<file path="src/rtl/tss_pkg.sv">
package tss_pkg;
  typedef enum logic [1:0] {
    SEL_STATIC  = 2'd0,
    SEL_FNB     = 2'd1,
    SEL_EQV     = 2'd2,
    SEL_EQV_FNB = 2'd3
  } sel_mode_e;
endpackage

</file>
<file path="src/rtl/tss_window.sv">
module tss_window
  import tss_pkg::*;
#(
  parameter int NTHR  = 8,
  parameter int TID_W = $clog2(NTHR)
) (
  input  logic             clk,
  input  logic             rst_n,
  input  logic [TID_W-1:0] step_i,
  input  sel_mode_e        mode_i,
  output logic [TID_W-1:0] base_o,
  output sel_mode_e        mode_o
);
  logic [TID_W-1:0] base_q, step_q;
  sel_mode_e        mode_q;

  // base wraps naturally because NTHR is a power of two
  always_ff @(posedge clk) begin
    if (!rst_n) begin
      base_q <= '0;
      step_q <= '0;
      mode_q <= SEL_STATIC;
    end else begin
      step_q <= step_i;
      mode_q <= mode_i;
      base_q <= base_q + step_q;
    end
  end

  assign base_o = base_q;
  assign mode_o = mode_q;
endmodule

</file>
<file path="src/rtl/tss_slot.sv">
module tss_slot
  import tss_pkg::*;
#(
  parameter int NTHR  = 8,
  parameter int NSLOT = 4,
  parameter int TID_W = $clog2(NTHR)
) (
  input  sel_mode_e        mode_i,
  input  logic [TID_W-1:0] base_i,
  input  logic [TID_W-1:0] own_i,
  input  logic [NTHR-1:0]  blocked_i,
  input  logic [NTHR-1:0]  taken_i,
  output logic             vld_o,
  output logic [TID_W-1:0] tid_o,
  output logic [NTHR-1:0]  taken_o
);
  localparam int HALF = NTHR / 2;

  logic [TID_W-1:0] partner, scan_tid, cand;
  logic             partner_ok, scan_ok;

  assign partner    = own_i + TID_W'(HALF);
  assign partner_ok = !blocked_i[partner] && !taken_i[partner];

  // first free thread, upward from the one just past the window
  always_comb begin
    scan_ok  = 1'b0;
    scan_tid = own_i;
    cand     = '0;
    for (int k = 0; k < NTHR; k++) begin
      cand = base_i + TID_W'(NSLOT) + TID_W'(k);
      if (!scan_ok && !blocked_i[cand] && !taken_i[cand]) begin
        scan_ok  = 1'b1;
        scan_tid = cand;
      end
    end
  end

  always_comb begin
    vld_o = 1'b0;
    tid_o = own_i;
    if (!blocked_i[own_i]) begin
      vld_o = 1'b1;
    end else begin
      unique case (mode_i)
        SEL_STATIC: ;
        SEL_FNB: begin
          vld_o = scan_ok;
          if (scan_ok) tid_o = scan_tid;
        end
        SEL_EQV: begin
          vld_o = partner_ok;
          if (partner_ok) tid_o = partner;
        end
        SEL_EQV_FNB: begin
          if (partner_ok) begin
            vld_o = 1'b1;
            tid_o = partner;
          end else if (scan_ok) begin
            vld_o = 1'b1;
            tid_o = scan_tid;
          end
        end
        default: ;
      endcase
    end
  end

  always_comb begin
    taken_o = taken_i;
    if (vld_o) taken_o[tid_o] = 1'b1;
  end
endmodule

</file>
<file path="src/rtl/thread_subset_sel.sv">
module thread_subset_sel
  import tss_pkg::*;
#(
  parameter int NTHR  = 8,
  parameter int NSLOT = 4,
  parameter int TID_W = $clog2(NTHR)
) (
  input  logic                   clk,
  input  logic                   rst_n,
  input  logic [NTHR-1:0]        blocked_i,
  input  logic [1:0]             mode_i,
  input  logic [TID_W-1:0]       step_i,
  output logic [NSLOT-1:0]       slot_vld_o,
  output logic [NSLOT*TID_W-1:0] slot_tid_o
);
  logic [TID_W-1:0] base;
  sel_mode_e        mode_q;
  logic [NTHR-1:0]  win_mask;
  logic [NTHR-1:0]  taken [NSLOT+1];
  logic [TID_W-1:0] own [NSLOT];

  tss_window #(.NTHR(NTHR), .TID_W(TID_W)) u_window (
    .clk    (clk),
    .rst_n  (rst_n),
    .step_i (step_i),
    .mode_i (sel_mode_e'(mode_i)),
    .base_o (base),
    .mode_o (mode_q)
  );

  always_comb begin
    win_mask = '0;
    for (int s = 0; s < NSLOT; s++) win_mask[TID_W'(base + TID_W'(s))] = 1'b1;
  end

  assign taken[0] = win_mask;

  for (genvar s = 0; s < NSLOT; s++) begin : g_slot
    assign own[s] = base + TID_W'(s);

    tss_slot #(.NTHR(NTHR), .NSLOT(NSLOT), .TID_W(TID_W)) u_slot (
      .mode_i    (mode_q),
      .base_i    (base),
      .own_i     (own[s]),
      .blocked_i (blocked_i),
      .taken_i   (taken[s]),
      .vld_o     (slot_vld_o[s]),
      .tid_o     (slot_tid_o[s*TID_W +: TID_W]),
      .taken_o   (taken[s+1])
    );


    keep_own_chk: assert property (@(posedge clk) disable iff (!rst_n)
      !blocked_i[own[s]] |-> (slot_vld_o[s] && slot_tid_o[s*TID_W +: TID_W] == own[s]));


    eqv_partner_chk: assert property (@(posedge clk) disable iff (!rst_n)
      (mode_q == SEL_EQV && slot_vld_o[s]) |->
        (slot_tid_o[s*TID_W +: TID_W] == own[s] ||
         slot_tid_o[s*TID_W +: TID_W] == TID_W'(own[s] + TID_W'(NTHR/2))));

    if (s > 0) begin : g_adj

      static_window_chk: assert property (@(posedge clk) disable iff (!rst_n)
        mode_q == SEL_STATIC |->
          slot_tid_o[s*TID_W +: TID_W] == TID_W'(slot_tid_o[(s-1)*TID_W +: TID_W] + 1'b1));
    end
  end

  // one-hot view of the valid picks, rebuilt from the outputs
  logic [NTHR-1:0] pick_mask;
  always_comb begin
    pick_mask = '0;
    for (int s = 0; s < NSLOT; s++)
      if (slot_vld_o[s]) pick_mask[slot_tid_o[s*TID_W +: TID_W]] = 1'b1;
  end


  no_dup_chk: assert property (@(posedge clk) disable iff (!rst_n)
    $countones(pick_mask) == $countones(slot_vld_o));


  no_blocked_pick_chk: assert property (@(posedge clk) disable iff (!rst_n)
    (pick_mask & blocked_i) == '0);


  all_blocked_chk: assert property (@(posedge clk) disable iff (!rst_n)
    (&blocked_i) |-> (slot_vld_o == '0));
endmodule

</file>
<file path="config.mk">
export PLATFORM = sky130hd
export DESIGN_NAME = thread_subset_sel
export DESIGN_NICKNAME = d
export VERILOG_FILES = /design/src/rtl/tss_pkg.sv /design/src/rtl/tss_window.sv /design/src/rtl/tss_slot.sv /design/src/rtl/thread_subset_sel.sv
export SDC_FILE = /design/constraint.sdc
export NUM_CORES = 1
export LEC_CHECK = 0
export BUFFER_PORTS_ARGS = -buffer_cell sky130_fd_sc_hd__buf_2
export CORE_MARGIN = 5
export CORE_UTILIZATION = 35
export DETAILED_ROUTE_END_ITERATION = 10
export SYNTH_ARGS = -nofsm -noshare
export SYNTH_HDL_FRONTEND = slang
export SYNTH_SLANG_ARGS = --single-unit
</file>
<file path="constraint.sdc">
create_clock -name clk -period 9.5 [get_ports clk]
set_clock_uncertainty 0.05 [all_clocks]
set_input_delay 0.95 -clock clk [delete_from_list [all_inputs] [get_ports clk]]
set_output_delay 0.95 -clock clk [all_outputs]
set_load 0.02 [all_outputs]
</file>
==> results.sh <==
export IMPL_result_of_the_run="complete, no violations"
export IMPL_met3_wirelength_um=1230
export IMPL_yosys_area_share_simple_pct=32.5
export IMPL_dr_pass1_iters=5
export IMPL_synth_yosys_seq_area_share_pct=4.58
export IMPL_grt_remaining_overflow=0
export IMPL_power_leakage_nw=1.40
export IMPL_total_die_area_um2=12100
export IMPL_setup_worst_path_start_class="register"
export IMPL_pwr_density_cell_nw_per_um2=193
export IMPL_synth_fa_ha_area_share_pct=4.51
export IMPL_fp_dieH_um=110
export IMPL_tritoncts_clock_tree="done"
export IMPL_util_after_layout_pct=40.1
export IMPL_number_of_buffers_and_inverters_on_the_critical_path=6
export IMPL_largest_family_of_logic_cells_by_synthesized_area="compound AO/OA/AOI/OAI gates"
export IMPL_critical_path_top_delay_family="simple AND/OR/NAND/NOR gates"
export IMPL_clk_latency_ns=0.22
export IMPL_drive_above_1_share_pct=25.3
export IMPL_levels_on_crit_path=30
export IMPL_rsz_0062_raised_after_global_routing="no"
export IMPL_timing_final_setup_violations=0
export IMPL_first_iter_violations=354
export IMPL_place_congestion=0.990
export IMPL_async_flop_share_pct=0
export IMPL_detail_route_vias_per_cell=6.73
export IMPL_placement_rows=36
export IMPL_ant_nets=0
export IMPL_setup_total_negative_slack_ns=0
export IMPL_initial_antenna_violation_count=0
export IMPL_max_vdd_ir_drop_mv=0.121
export IMPL_max_cap_viols=0
export IMPL_max_clock_path_buffers=2
export IMPL_ys_flop_type="sky130_fd_sc_hd__dfxtp_1"
export IMPL_timing_final_crit_period_ns=9.10
export IMPL_finalCritPeriodShare_pct=95.8
export IMPL_num_nets_final=531
export IMPL_muxShareOfSynthArea_pct=9.45
export IMPL_r2r_worst_path_cells=7
export IMPL_final_critical_path_setup_slack_ns=0.398
export IMPL_numCtsBuffers=3
export IMPL_top_routing_layer_used="met4"
export IMPL_synth_area_um2=3500
export IMPL_track_usage_pct=23.8
export IMPL_num_io_pins=31
export IMPL_ys_ff_latch=8
export IMPL_post_synth_cell_area_avg_um2=7.41
export IMPL_dr_wl_met2_um=6600
export IMPL_clock_root_buffer="sky130_fd_sc_hd__clkbuf_8"
export IMPL_floorplan_die_width_um=110
export IMPL_dp_hpwl_um=11300
export IMPL_worst_ep_required_time_ns=8.50
export IMPL_vias=4273
export IMPL_post_synth_inst_count=472
export IMPL_cts_hold_buf=0
export IMPL_synth_xor_area_share_pct=3.22
export IMPL_max_slew_margin_pct=49.1
export IMPL_cp_end_kind="primary output"
export IMPL_critical_path_arrival_ns=8.10
export IMPL_synthesis_nets=499
export IMPL_htreeDepth=1
export IMPL_route_final_wire_length_um=14400
export IMPL_yosys_warnings=0
export IMPL_drc=0
export IMPL_post_layout_nonfiller_instances=635
export IMPL_critical_path_max_stage_delay_ns=0.57
export IMPL_fmaxAchievable_mhz=110
export IMPL_global_route_wire_length_before_repair_um=22300
export IMPL_areaGrowthSynthToFinish_pct=12.0
export IMPL_min_path_type="reg2reg"
export IMPL_insertedDiodeCount=0
export IMPL_cp_slowest_cell="sky130_fd_sc_hd__ha_2"
export IMPL_port_buffers=30
export IMPL_worst_pin_slew_ns=0.762
export IMPL_timing_hold_worst_path_depth=2
export IMPL_report_final_slew_viol_count=0
export IMPL_effective_utilization_at_floorplan_pct=35.8
export IMPL_dpl_cell_count=630
export IMPL_via_count_of_the_first_global_routing_pass=4017
export IMPL_coreArea_um2=9770
export IMPL_crit_type="reg2out"
export IMPL_crit_fanout=14
export IMPL_path_clk_slew_ns=0.04
export IMPL_synth_compound_area_share_pct=39.4
export IMPL_met1_length_um=5870
export IMPL_place_ws_ns=0.255
export IMPL_final_hold_viols=0
export IMPL_cts_sinks=8
export IMPL_route_detailed_wl_per_inst_um=22.7
export IMPL_num_fill_cells=1028
export IMPL_synth_edf_count=0
export IMPL_synth_cell_types=101
export IMPL_grt_max_degree=42
tightest hold or removal path: stages, from the launching register on:
cell and delay (ns):
sky130_fd_sc_hd__dfxtp_1 0.30, sky130_fd_sc_hd__ha_1 0.11, sky130_fd_sc_hd__and2_1 0.11
metal layers:
layer  track usage (%)  up-vias
li1                  -     1932
met1              31.1     2000
met2              39.2      284
met3              2.47       57
met4              10.6        0
met5                 0        -
where the power goes:
part           total [W]  switching, W  internal, W
sequential     0.0000392    0.00000273    0.0000364
combinational   0.000679      0.000437     0.000242
clock          0.0000385     0.0000113    0.0000273
synthesized netlist by cell type, types with 6 or more instances:
master                      count  area, um^2
sky130_fd_sc_hd__nand2_1       46         173
sky130_fd_sc_hd__nor2_1        40         150
sky130_fd_sc_hd__a21oi_1       28         140
sky130_fd_sc_hd__o21ai_0       23         115
sky130_fd_sc_hd__nand3_1       18        90.1
sky130_fd_sc_hd__nor3_1        16        80.1
sky130_fd_sc_hd__and2_1        13        81.3
sky130_fd_sc_hd__clkbuf_1      13        48.8
sky130_fd_sc_hd__inv_1         12        45.0
sky130_fd_sc_hd__a31oi_1       11        68.8
sky130_fd_sc_hd__ha_1          11         138
sky130_fd_sc_hd__or3_1         10        62.6
sky130_fd_sc_hd__xnor2_1       10        87.6
sky130_fd_sc_hd__nand4_1        9        56.3
sky130_fd_sc_hd__dfxtp_1        8         160
sky130_fd_sc_hd__mux2i_1        8        80.1
sky130_fd_sc_hd__mux4_2         8         180
sky130_fd_sc_hd__a211oi_1       7        52.6
sky130_fd_sc_hd__nand2b_1       6        37.5
sky130_fd_sc_hd__nor4b_1        6        52.6
sky130_fd_sc_hd__o2111ai_1      6        52.6
sky130_fd_sc_hd__o22ai_1        6        37.5
sky130_fd_sc_hd__o31ai_1        6        45.0
sky130_fd_sc_hd__or2_2          6        37.5
cell usage in the layout, fill, tap and decap left out, drive strengths merged, types with 6 or more instances in the layout:
cell type  netlist  final
o21ai           29     29
ha              11     11
or3             10     10
inv             15     15
a211oi          10     10
o2111ai          7      7
or2              7      7
nor3            16     16
nor4             8      8
o31ai            7      7
a21oi           30     30
buf             12     52
a31oi           11     11
mux4             8      8
mux2i            9      9
o22ai            6      6
and2            13     13
dfxtp            8      8
nor4b            6      6
xnor2           10     10
nand2b           6      6
nand3           18     18
nand2           49     49
nand4           10     10
nor2            42     42
a31o             6      6
repair_timing:
item	in CTS	in global routing
gates resized for setup	1	11
endpoints found under the setup margin	1	4
setup buffers	0	2
pin swaps	0	1
cell type report:
class,instances,area [um^2],share of cell area [%]
inverters,17,68.8,1.76
well taps,133,166,4.25
flip-flops and latches,8,160,4.09
multi-input cells,422,3170,80.8
clock buffers,3,41.3,1.05
repair buffers,52,315,8.05
worst paths after layout:
kind	to	from	slack, ns
hold reg to reg	u_window.base_o[0]$_SDFF_PN0_	u_window.step_q[0]$_SDFF_PN0_	0.50
setup reg to reg	u_window.base_o[2]$_SDFF_PN0_	u_window.base_o[0]$_SDFF_PN0_	7.65
hold / removal	u_window.base_o[0]$_SDFF_PN0_	u_window.step_q[0]$_SDFF_PN0_	0.50
setup / recovery	slot_tid_o[11]	u_window.base_o[0]$_SDFF_PN0_	0.40
cells by family (layout without fill, tap and decap cells):
logic type                 after synthesis  after routing
and+or+nand+nor                        207            207
muxes                                   22             22
xor gates and xnor gates                12             12
buffers and inverters                   42             72
AOI/OAI and AO/OA                      169            169
adders and majority gates               12             12
DFF                                      8              8
state kept, by name (all words and copies together) (netlist names):
register / flops
u_window.base_o: 3
u_window.mode_o: 2
u_window.step_q: 3
metrics by stage:
stage / instance area, um^2 / hold WS [ns] / power (W)
3_3_place_gp: 3810 / 0.495 / 0.000689
5_1_grt: 3920 / 0.525 / 0.000804
3_5_place_dp: 3810 / 0.498 / 0.000684
6_report: 3920 / 0.499 / 0.000757
2_1_floorplan: 3500 / 0.472 / 0.000523
4_1_cts: 3850 / 0.505 / 0.000727
Note: power is estimated with default switching activity, not from simulation.
